==> src/rtl/ppr_pkg.sv <==
package ppr_pkg;
  typedef enum logic [1:0] {
    XF_READ    = 2'b00,
    XF_POSTED  = 2'b01,
    XF_DELAYED = 2'b10,
    XF_RSVD    = 2'b11
  } xfer_e;

  typedef struct packed {
    logic det;  // bridge detected error as data receiver
    logic dpd;  // remote target reported error on our write
    logic sse;  // system error to be signalled
  } set_req_t;
endpackage

==> src/rtl/ppr_classify.sv <==
module ppr_classify
  import ppr_pkg::*;
(
  input  logic       evt_valid,
  input  logic [1:0] evt_type,
  input  logic       evt_dir,
  input  logic       evt_bus,
  input  logic       evt_remote,
  input  logic       evt_fwd,
  input  logic       cfg_perr_resp_pri,
  input  logic       cfg_perr_resp_sec,
  input  logic       cfg_serr_en,
  output set_req_t   req
);
  xfer_e xf;
  logic  on_pri, is_write, recv_pri, remote_upw;

  always_comb begin
    xf       = xfer_e'(evt_type);
    on_pri   = evt_valid && !evt_bus;
    is_write = (xf == XF_POSTED) || (xf == XF_DELAYED);
    // Bridge is the data receiver on the primary bus
    recv_pri = ((xf == XF_READ) && evt_dir) || (is_write && !evt_dir);
    remote_upw = on_pri && evt_remote && is_write && evt_dir;

    req.det = on_pri && !evt_remote && recv_pri;
    req.dpd = remote_upw && cfg_perr_resp_pri;
    req.sse = remote_upw && cfg_perr_resp_pri && cfg_perr_resp_sec
              && cfg_serr_en && !evt_fwd;
  end
endmodule

==> src/rtl/ppr_status.sv <==
module ppr_status #(
  parameter int STS_W = 16,
  localparam int BE_W = STS_W / 8
) (
  input  logic             clk,
  input  logic             rst,
  input  logic [STS_W-1:0] set_vec,
  input  logic             wr_en,
  input  logic [BE_W-1:0]  wr_be,
  input  logic [STS_W-1:0] wr_data,
  output logic [STS_W-1:0] q
);
  logic [STS_W-1:0] clr_vec;

  for (genvar b = 0; b < BE_W; b++) begin : g_byte
    assign clr_vec[b*8 +: 8] = wr_data[b*8 +: 8] & {8{wr_en & wr_be[b]}};
  end

  always_ff @(posedge clk) begin
    if (rst) q <= '0;
    else     q <= (q & ~clr_vec) | set_vec;   // set wins
  end

  AST_STICKY: assert property (@(posedge clk) disable iff (rst)
    ((q & ~clr_vec) & ~set_vec) != '0 |=> (q & $past(q & ~clr_vec)) == $past(q & ~clr_vec));
  AST_SET_WINS: assert property (@(posedge clk) disable iff (rst)
    (set_vec & clr_vec) != '0 |=> (q & $past(set_vec & clr_vec)) == $past(set_vec & clr_vec));
endmodule

==> src/rtl/ppr_serr_gen.sv <==
module ppr_serr_gen (
  input  logic clk,
  input  logic rst,
  input  logic fire,
  output logic serr_n
);
  always_ff @(posedge clk) begin
    if (rst) serr_n <= 1'b1;
    else     serr_n <= ~fire;
  end

  AST_SERR_HIGH_AFTER_QUIET: assert property (@(posedge clk) disable iff (rst)
    !fire |=> serr_n);
endmodule

==> src/rtl/ppr_parity_reporter.sv <==
module ppr_parity_reporter
  import ppr_pkg::*;
#(
  parameter int STS_W   = 16,
  parameter int DET_BIT = 15,
  parameter int SSE_BIT = 14,
  parameter int DPD_BIT = 8,
  localparam int BE_W   = STS_W / 8
) (
  input  logic             clk,
  input  logic             rst,
  input  logic             evt_valid,
  input  logic [1:0]       evt_type,
  input  logic             evt_dir,
  input  logic             evt_bus,
  input  logic             evt_remote,
  input  logic             evt_fwd,
  input  logic             cfg_perr_resp_pri,
  input  logic             cfg_perr_resp_sec,
  input  logic             cfg_serr_en,
  input  logic             wr_en,
  input  logic [BE_W-1:0]  wr_be,
  input  logic [STS_W-1:0] wr_data,
  output logic [STS_W-1:0] sts_o,
  output logic             serr_n
);
  set_req_t         req;
  logic [STS_W-1:0] set_vec;

  ppr_classify u_cls (
    .evt_valid, .evt_type, .evt_dir, .evt_bus, .evt_remote, .evt_fwd,
    .cfg_perr_resp_pri, .cfg_perr_resp_sec, .cfg_serr_en, .req
  );

  always_comb begin
    set_vec          = '0;
    set_vec[DET_BIT] = req.det;
    set_vec[SSE_BIT] = req.sse;
    set_vec[DPD_BIT] = req.dpd;
  end

  ppr_status #(.STS_W(STS_W)) u_sts (
    .clk, .rst, .set_vec, .wr_en, .wr_be, .wr_data, .q(sts_o)
  );

  ppr_serr_gen u_serr (.clk, .rst, .fire(req.sse), .serr_n);

  AST_SERR_IMPLIES_FLAG: assert property (@(posedge clk) disable iff (rst)
    !serr_n |-> sts_o[SSE_BIT] || $past(wr_en));
  AST_SEC_NO_DET: assert property (@(posedge clk) disable iff (rst)
    evt_valid && evt_bus && !sts_o[DET_BIT] |=> !sts_o[DET_BIT]);
  AST_FWD_NO_SERR: assert property (@(posedge clk) disable iff (rst)
    evt_valid && evt_fwd |=> serr_n);
  AST_DPD_NEEDS_RESP: assert property (@(posedge clk) disable iff (rst)
    !cfg_perr_resp_pri && !sts_o[DPD_BIT] |=> !sts_o[DPD_BIT]);
  AST_RESET_STATE: assert property (@(posedge clk)
    rst |=> sts_o == '0 && serr_n);
endmodule

==> config.mk <==
export PLATFORM = sky130hd
export DESIGN_NAME = ppr_parity_reporter
export DESIGN_NICKNAME = d
export VERILOG_FILES = /design/src/rtl/ppr_pkg.sv /design/src/rtl/ppr_classify.sv /design/src/rtl/ppr_status.sv /design/src/rtl/ppr_serr_gen.sv /design/src/rtl/ppr_parity_reporter.sv
export SDC_FILE = /design/constraint.sdc
export NUM_CORES = 1
export LEC_CHECK = 0
export BUFFER_PORTS_ARGS = -buffer_cell sky130_fd_sc_hd__buf_2
export CORE_ASPECT_RATIO = 0.8
export CORE_MARGIN = 5
export CORE_UTILIZATION = 38
export DETAILED_ROUTE_END_ITERATION = 7
export HOLD_SLACK_MARGIN = 0.15
export PLACE_DENSITY = 0.76
export SYNTH_ARGS = -nofsm -noshare
export SYNTH_HDL_FRONTEND = slang
export SYNTH_SLANG_ARGS = --single-unit
export TNS_END_PERCENT = 50
==> constraint.sdc <==
create_clock -name clk -period 1.1 [get_ports clk]
set_input_delay 0.055 -clock clk [delete_from_list [all_inputs] [get_ports clk]]
set_output_delay 0.055 -clock clk [all_outputs]
set_load 0.005 [all_outputs]
==> results.cfg, run 1 <==
[detailed_routing]
first_pass_iters = 4
top_layer_used = met4
routed_wl_um = 2018
drt-met1-wl_um = 754
via_count = 736
drc = 0
antenna_left = 0
met2WireLength_um = 1083
met3WireLength_um = 158
drtIter0Drc = 9
avgRoutedWirePerCell_um = 12.30
vias_per_cell = 4.488

[final_layout]
layout-drive-gt1-share_pct = 38.03
diodes = 0
nNetsFinal = 175
area_growth_pct = 86.69

[power_and_ir_drop]
p_leak_nw = 0.5941
total_power_w = 0.001126
power.density_nw_per_um2 = 943.3
irDropWorstVdd_v = 0.0007287

[grt]
grt_max_degree = 18
grt_pass1_wl_um = 3256
grt_usage_pct = 16.56
grt_pass1_vias = 753
antenna_found_initial = 0
grt-ovfl-total = 0

[place]
dp_hpwl_um = 1297
gp_congestion = 0.7029
portBuffers = 47

[floorplan]
core-area_sq_um = 1610
start_util_pct = 39.70
die_x_um = 55.86
die_y_um = 46.69
num_io_pins = 48
die_area_sq_um = 2608
row_count = 13

[logic_synthesis]
ys.flop_type = dfxtp_1
yosysMostFrequentCell = dfxtp_1
syn_area_per_cell_sq_um = 9.543
ys_types = 18
syn_inst = 67
ys_warn_count = 0
syn_area_sq_um = 639.4
ys_ff_latch = 17
syn-num-nets = 99
synth_top_area_cell = dfxtp_1
synthTopCellsByCount = dfxtp_1, a21oi_1, nand2b_1
synth_edf_count = 0
synth_top_area_share_pct = 53.23
async_reset_ff_share_pct = 0
yosysSeqAreaShare_pct = 53.23
synthTopCellsByArea = dfxtp_1, nand2b_1, a21oi_1, nand2b_4, and2_1

[run_status]
status = complete, no violations

[cts]
insertion_delay_ps = 280
clockBufferDepth = 2
htreeDepth = 1
cts_buffers = 3
clock_sinks = 17
root_buffer = clkbuf_4
clkSlewWorstSetupHoldPaths_ps = 100
cts_setup_buffers = 0
cts_tree = built

[critical_path]
reg2reg_from = u_sts.q[14]
worstPathArrival_ps = 1290
worst-path-max-fanout = 2
reg2reg_to = u_sts.q[14]
crit_path_start = evt_dir
start_kind = primary input
reg2reg_slack_ps = 390
cp_data_required_time_ps = 1340
rr_worst_depth = 3
critPathCaptureType = flop
path_class = in -> reg

[timing]
hold_viol = 0
rsz0062_at_grt = false
period_needed_ps = 1051
clock_skew_ps = 0
worst_pin_slew_ps = 303.2
finalSetupViolCount = 0
period_share_pct = 95.51
slew_violations = 0
tns_ps = 0
fmax_mhz = 951.8
max-slew-margin-rel_pct = 79.79

[hold_path]
hold_path.class = in -> reg
holdPathEnd = u_sts.q[2]
min_from = wr_be[0]
whs_path_depth = 3

[job]
drv_cap = 0
[cell usage in the layout (no fill, tap or decap), types with 2 or more instances in the layout]
cell type	Yosys	routed
nand4_1	2	2
clkbuf_4	0	3
buf_2	2	47
nand3_1	2	2
a21oi_1	14	14
nand2b_1	14	14
dlygate4sd3_1	0	26
nor2_1	3	3
inv_1	2	2
dfxtp_1	17	17
[sequential cells by signal (all words and copies together), names as in the netlist]
register,cells
u_sts.q,16
u_serr.serr_n,1
[per-layer routing]
metal  GRT usage (%)  vias up
met5               0        -
met4           5.213        0
met3           6.162        2
met2           33.96       31
met1           15.78      327
li1                -      376
[worst max-delay path by stage]
| stage | to | slack (ps) | depth (start not counted) |
|---|---|---|---|
| floorplan | u_sts.q[15] | 220 | 5 |
| global placement | u_sts.q[15] | 120 | 6 |
| detailed placement | u_sts.q[15] | 90 | 6 |
| CTS | u_sts.q[15] | 30 | 5 |
| global route | u_sts.q[15] | 2 | 5 |
| finish | u_sts.q[15] | 50 | 5 |
[power breakdown]
part	internal, W	switching (W)
Sequential	0.000617	0.000000747
Combinational	0.000125	0.0000596
Clock	0.000141	0.000183
[through the flow]
step	hold WS [ps]	instances	utilization [%]	setup WS [ps]	area, sq um
2_1_floorplan	128.9	67	-	215.2	639.4
6_report	273.7	164	74.13	49.35	1194
3_5_place_dp	232.5	133	55.17	90.95	888.4
3_3_place_gp	226.9	133	55.17	119.8	888.4
5_1_grt	304.6	164	74.13	1.534	1194
4_1_cts	285.0	164	73.58	30.85	1185
[critical path, stage by stage]
cell and delay [ps]:
dlygate4sd3_1 530, buf_2 130, mux2i_1 110, or3_4 330, a21oi_2 130
[area by class of cell]
class | count | area, sq um
tap | 22 | 27.53
timing repair buffer | 74 | 508.0
clock buffer | 4 | 26.28
sequential | 17 | 340.3
inverter | 2 | 7.507
multi-input combinational | 45 | 284.0
fill | 123 | 416.7
[logic make-up (layout without fill, tap and decap cells)]
family | after synthesis | in the layout | share of synthesized area (%)
buffers and inverters | 5 | 80 | 3.327
AND/OR/NAND/NOR | 26 | 26 | 24.66
flip-flops | 17 | 17 | 53.23
multiplexers | 1 | 1 | 1.566
AO/OA/AOI/OAI | 17 | 17 | 15.27
adder cells (fa/ha/maj) | 1 | 1 | 1.957
[timing repair]
item,in CTS,in global routing
gates resized for setup,0,3
endpoints found under the setup margin,0,2
hold endpoints to repair,17,0
hold buffers,27,0
Note: power is estimated with default switching activity, not from simulation.
==> run 2, diff against run 1 <==
--- a/config.mk
+++ b/config.mk
@@ -8,10 +8,10 @@
 export BUFFER_PORTS_ARGS = -buffer_cell sky130_fd_sc_hd__buf_2
 export CORE_ASPECT_RATIO = 0.8
 export CORE_MARGIN = 5
-export CORE_UTILIZATION = 38
+export CORE_UTILIZATION = 34
 export DETAILED_ROUTE_END_ITERATION = 7
 export HOLD_SLACK_MARGIN = 0.15
-export PLACE_DENSITY = 0.76
+export PLACE_DENSITY = 0.71
 export SYNTH_ARGS = -nofsm -noshare
 export SYNTH_HDL_FRONTEND = slang
 export SYNTH_SLANG_ARGS = --single-unit
==> constraint.sdc (replaced) <==
create_clock -name clk -period 0.9 [get_ports clk]
set_input_delay 0.045 -clock clk [delete_from_list [all_inputs] [get_ports clk]]
set_output_delay 0.045 -clock clk [all_outputs]
set_load 0.005 [all_outputs]
==> run 2 against run 1 <==
Against the previous run:
- cell count is 3.7% lower
- clock skew unchanged
- first-iteration DRC count decreased by 33%
- hold slack got worse by 260 ps
- register-to-register slack got worse by 200 ps
- wire length is 5.8% lower
- flip-flop and latch count unchanged
- die area rose by 9.4%
- non-clock buffer count down 8
- sequential power increased by 22%
- largest cell class unchanged
- via count down 5.3%
- utilization decreased by 14 points
==> results.cfg, run 2 (synthesized netlist as in run 1, its figures left out) <==
[run_status]
status = complete, no violations

[timing]
worst_pin_slew_ps = 295.0
clock_skew_ps = 0
hold_viol = 0
period_needed_ps = 796.2
rsz0062_at_grt = false
tns_ps = 0
period_share_pct = 88.46
finalSetupViolCount = 0
setup_slack_ps = 103.8
max-slew-margin-rel_pct = 80.33
slew_violations = 0
fmax_mhz = 1256

[grt]
grt_pass1_wl_um = 2904
grt-ovfl-total = 0
grt_max_degree = 11
grt_usage_pct = 13.39
antenna_found_initial = 0
grt_pass1_vias = 712

[final_layout]
reg_top3 = u_sts.q: 16 flops, u_serr.serr_n: 1 flops
nFillCells = 171
area_growth_pct = 72.41
nNetsFinal = 167
largest-register = u_sts.q
diodes = 0
final_cell_mix = buf_2, dlygate4sd3_1, dfxtp_1
layout-drive-gt1-share_pct = 40.30
largest_reg_flops = 16
utilization_pct = 59.93
final_common_cell = buf_2

[detailed_routing]
avgRoutedWirePerCell_um = 12.03
drc = 0
routed_wl_um = 1901
antenna_left = 0
first_pass_iters = 4
via_count = 697
drtIter0Drc = 6
vias_per_cell = 4.411

[floorplan]
row_count = 14
core-area_sq_um = 1839
start_util_pct = 34.76
die_y_um = 48.79
die_x_um = 58.48
die_area_sq_um = 2853
num_io_pins = 48

[critical_path]
crit_chain = buf_2
crit_end = sts_o[1]
slowest_stage = dfxtp_1
rr_worst_depth = 3
reg2reg_from = u_sts.q[14]
cp_data_required_time_ps = 850
crit_cells = 1
critical-path-top-delay-family = flip-flops
critPathBufInv = 1
start_kind = flop
slowest_delay_ps = 350
worst-path-max-fanout = 2
path_class = reg -> out
crit_path_start = u_sts.q[1]
reg2reg_slack_ps = 190
critPathCaptureType = primary output
worstPathArrival_ps = 750
reg2reg_to = u_sts.q[14]

[cts]
ctsHoldBuffers = 17
cts_buffers = 3
root_buffer = clkbuf_4
insertion_delay_ps = 280
postCtsResizedCells = 0
clock_sinks = 17
clkSlewWorstSetupHoldPaths_ps = 90
cts_setup_buffers = 0
clockBufferDepth = 2
cts_tree = built
htreeDepth = 1

[power_and_ir_drop]
p_leak_nw = 0.5511
irDropWorstVdd_v = 0.0009766
switching_share_pct = 21.24
switchingPower_w = 0.0002838
intPower_w = 0.001052
comb_power_share_pct = 14.5
clock_power_share_pct = 29.1
power.density_nw_per_um2 = 1212
p_seq_share_pct = 56.5

[hold_path]
hold_path.class = in -> reg

[place]
pre_cts_slack_ps = -86.61
portBuffers = 47
gp_congestion = 0.7231

[job]
drv_cap = 0
==> run 2: cell count changes in the layout (fill, tap and decap cells not counted) <==
cell            previous run  this run
and2_2                     1         0
and2_1                     1         2
or3_4                      1         0
or3_1                      0         1
dlygate4sd3_1             26        17
buf_4                      0         2
dlymetal6s4s_1             1         0
==> run 2: worst min-delay path by stage <==
stage	from	to	cells after the start
4_1_cts	rst	u_sts.q[15]	2
6_report	rst	u_sts.q[15]	2
2_1_floorplan	cfg_perr_resp_sec	u_serr.serr_n	1
5_1_grt	rst	u_sts.q[15]	2
3_5_place_dp	wr_data[3]	u_sts.q[3]	2
3_3_place_gp	wr_data[4]	u_sts.q[4]	2
==> run 2: power groups by stage <==
| stage | combinational (W) | clock, W | sequential, W |
|---|---|---|---|
| after floorplan | 0.0000501 | 0 | 0.000772 |
| after global placement | 0.000133 | 0 | 0.000772 |
| after detailed placement | 0.000136 | 0 | 0.000772 |
| after CTS | 0.000192 | 0.000409 | 0.000755 |
| after global routing | 0.000211 | 0.000438 | 0.000755 |
| final | 0.000193 | 0.000388 | 0.000755 |
==> run 2: final cells by class <==
cell class              count  area, sq um  share of cell area [%]
flip-flops and latches     17        340.3                   30.87
repair buffers             66        420.4                   38.14
inverters                   2        7.507                  0.6810
clock buffers               4        26.28                   2.384
multi-input cells          45        277.8                   25.20
well taps                  24        30.03                   2.724
==> run 2: through the flow <==
stage	cells	hold slack, ps	power, W	cell area, sq um
after detailed placement	137	219.2	0.0009082	905.9
after global placement	137	217.2	0.0009051	905.9
final	158	9.710	0.001336	1102
after floorplan	67	118.9	0.0008225	639.4
after CTS	158	-3.868	0.001355	1102
after global routing	158	-6.912	0.001404	1102
==> run 2: layer usage <==
layer,global-route usage (%),routed length [um]
met5,0,0
met4,4.633,28
met3,6.349,195
met2,23.05,905
met1,14.01,771
==> run 3, diff against run 2 <==
--- a/config.mk
+++ b/config.mk
@@ -8,10 +8,11 @@
 export BUFFER_PORTS_ARGS = -buffer_cell sky130_fd_sc_hd__buf_2
 export CORE_ASPECT_RATIO = 0.8
 export CORE_MARGIN = 5
-export CORE_UTILIZATION = 34
+export CORE_UTILIZATION = 36
+export CTS_BUF_LIST = sky130_fd_sc_hd__clkbuf_4
 export DETAILED_ROUTE_END_ITERATION = 7
 export HOLD_SLACK_MARGIN = 0.15
-export PLACE_DENSITY = 0.71
+export PLACE_DENSITY = 0.75
 export SYNTH_ARGS = -nofsm -noshare
 export SYNTH_HDL_FRONTEND = slang
 export SYNTH_SLANG_ARGS = --single-unit
==> run 3 against run 2 <==
Against the previous run:
- non-clock buffer count is 3 higher
- cell area is 2.8% higher
- largest cell class unchanged
- cell count is 0.63% higher
- critical endpoint is now u_sts.q[8]
- clock power is 10% higher
- flip-flop and latch count stayed put
==> results.cfg, run 3 (synthesized netlist as in run 1, its figures left out) <==
[cts]
cts_tree = built
ctsHoldBuffers = 20
cts_buffers = 3
postCtsResizedCells = 0
htreeDepth = 1
cts_setup_buffers = 0
clockBufferDepth = 2
clkSlewWorstSetupHoldPaths_ps = 100
insertion_delay_ps = 280
root_buffer = clkbuf_4
clock_sinks = 17

[final_layout]
reg_top3 = u_sts.q: 16 flops, u_serr.serr_n: 1 flops
final_common_cell = buf_2
utilization_pct = 68.33
area_growth_pct = 77.30
largest_reg_flops = 16
multi_input_area_sq_um = 277.8
largest-register = u_sts.q
register_area_sq_um = 340.3
diodes = 0
final_cell_mix = buf_2, dlygate4sd3_1, dfxtp_1
nNetsFinal = 170
layout-drive-gt1-share_pct = 40.15
nFillCells = 150

[grt]
grt_pass1_wl_um = 2856
grt.met3_usage_pct = 7.008
busiest_layer = met2
grt_usage_pct = 14.08
grt_pass1_vias = 695
grt_max_degree = 14
grtUsageMet2_pct = 27.56
grt-ovfl-total = 0
grt_util_met1_pct = 14.45
antenna_found_initial = 0

[critical_path]
crit_path_start = wr_en
reg2reg_slack_ps = 180
critPathCaptureType = flop
worstPathArrival_ps = 1000
critPathBufInv = 2
rr_worst_depth = 3
slowest_delay_ps = 570
reg2reg_from = u_sts.q[14]
critical-path-top-delay-family = buffers and inverters
cp_data_required_time_ps = 1090
slowest_stage = dlygate4sd3_1
worst-path-max-fanout = 3
crit_chain = buf_2, dlygate4sd3_1, nand3_1, a2bb2oi_1, nor2_1
start_kind = primary input
path_class = in -> reg
reg2reg_to = u_sts.q[14]

[detailed_routing]
routed_wl_um = 1841
vias_per_cell = 4.465
drc = 0
antenna_left = 0
drtIter0Drc = 4
first_pass_iters = 4
via_count = 710
avgRoutedWirePerCell_um = 11.58

[power_and_ir_drop]
switching_share_pct = 21.16
power.density_nw_per_um2 = 1221
p_seq_share_pct = 54.5
switchingPower_w = 0.0002930
irDropWorstVdd_v = 0.001211
comb_power_share_pct = 14.6
intPower_w = 0.001091
clock_power_share_pct = 30.9
p_leak_nw = 0.5670

[place]
gp_congestion = 0.7420
pre_cts_slack_ps = -117.0
portBuffers = 47
dp_hpwl_um = 1365

[floorplan]
row_count = 13
core-area_sq_um = 1659
num_io_pins = 48
die_y_um = 47.70
die_x_um = 57.12
start_util_pct = 38.54
die_area_sq_um = 2724

[timing]
worst_pin_slew_ps = 277.7
setup_slack_ps = 87.21
slew_violations = 0
fmax_mhz = 1230
finalSetupViolCount = 0
max-slew-margin-rel_pct = 81.49
hold_slack_ps = 31.94
period_needed_ps = 812.8
clock_skew_ps = 0
hold_viol = 0
period_share_pct = 90.31
tns_ps = 0
rsz0062_at_grt = false

[hold_path]
whs_path_depth = 3
holdPathEnd = u_sts.q[15]
min_from = evt_remote
hold_path.class = in -> reg

[run_status]
status = complete, no violations

[job]
drv_cap = 0
-- run 3: changes by cell type in the layout (fill, tap and decap cells not counted), sizes merged --
cell | previous run | this run
dlygate4sd3 | 17 | 20
-- run 3: power groups by stage --
| stage | registers (W) | logic, W | clock network [W] |
|---|---|---|---|
| finish | 0.000755 | 0.000202 | 0.000428 |
| global route | 0.000755 | 0.000220 | 0.000482 |
| CTS | 0.000755 | 0.000202 | 0.000445 |
| detailed placement | 0.000772 | 0.000135 | 0 |
| global placement | 0.000772 | 0.000132 | 0 |
| floorplan | 0.000772 | 0.0000501 | 0 |
-- run 3: worst max-delay path by stage --
stage,cells after the start,endpoint,slack [ps]
6_report,5,u_sts.q[8],90
5_1_grt,1,sts_o[12],40
4_1_cts,1,sts_o[1],100
3_5_place_dp,6,u_sts.q[15],-120
3_3_place_gp,6,u_sts.q[15],-70
2_1_floorplan,5,u_sts.q[15],30
-- run 3: layout make-up --
class	count	share of cell area (%)
Timing Repair Buffer	69	39.74
Sequential cell	17	30.02
Multi-Input combinational cell	45	24.50
Clock buffer	4	2.649
Tap cell	22	2.428
Inverter	2	0.6623
-- run 3: metrics by stage --
step / cell area (sq um) / power, W / instances
after global routing: 1134 / 0.001457 / 159
after CTS: 1134 / 0.001401 / 159
after global placement: 903.4 / 0.0009043 / 135
after detailed placement: 903.4 / 0.0009071 / 135
final: 1134 / 0.001384 / 159
after floorplan: 639.4 / 0.0008225 / 67
-- run 3: worst min-delay path, delay by kind of cell --
kind	cells	cell delay (ps)
AND/OR/NAND/NOR	1	110
buffers and inverters	1	90
AO/OA/AOI/OAI	1	40
-- run 3: layer usage --
layer,vias up,wire [um]
met2,31,893
met3,0,169
met4,0,0
met1,313,778
li1,366,-
met5,-,0
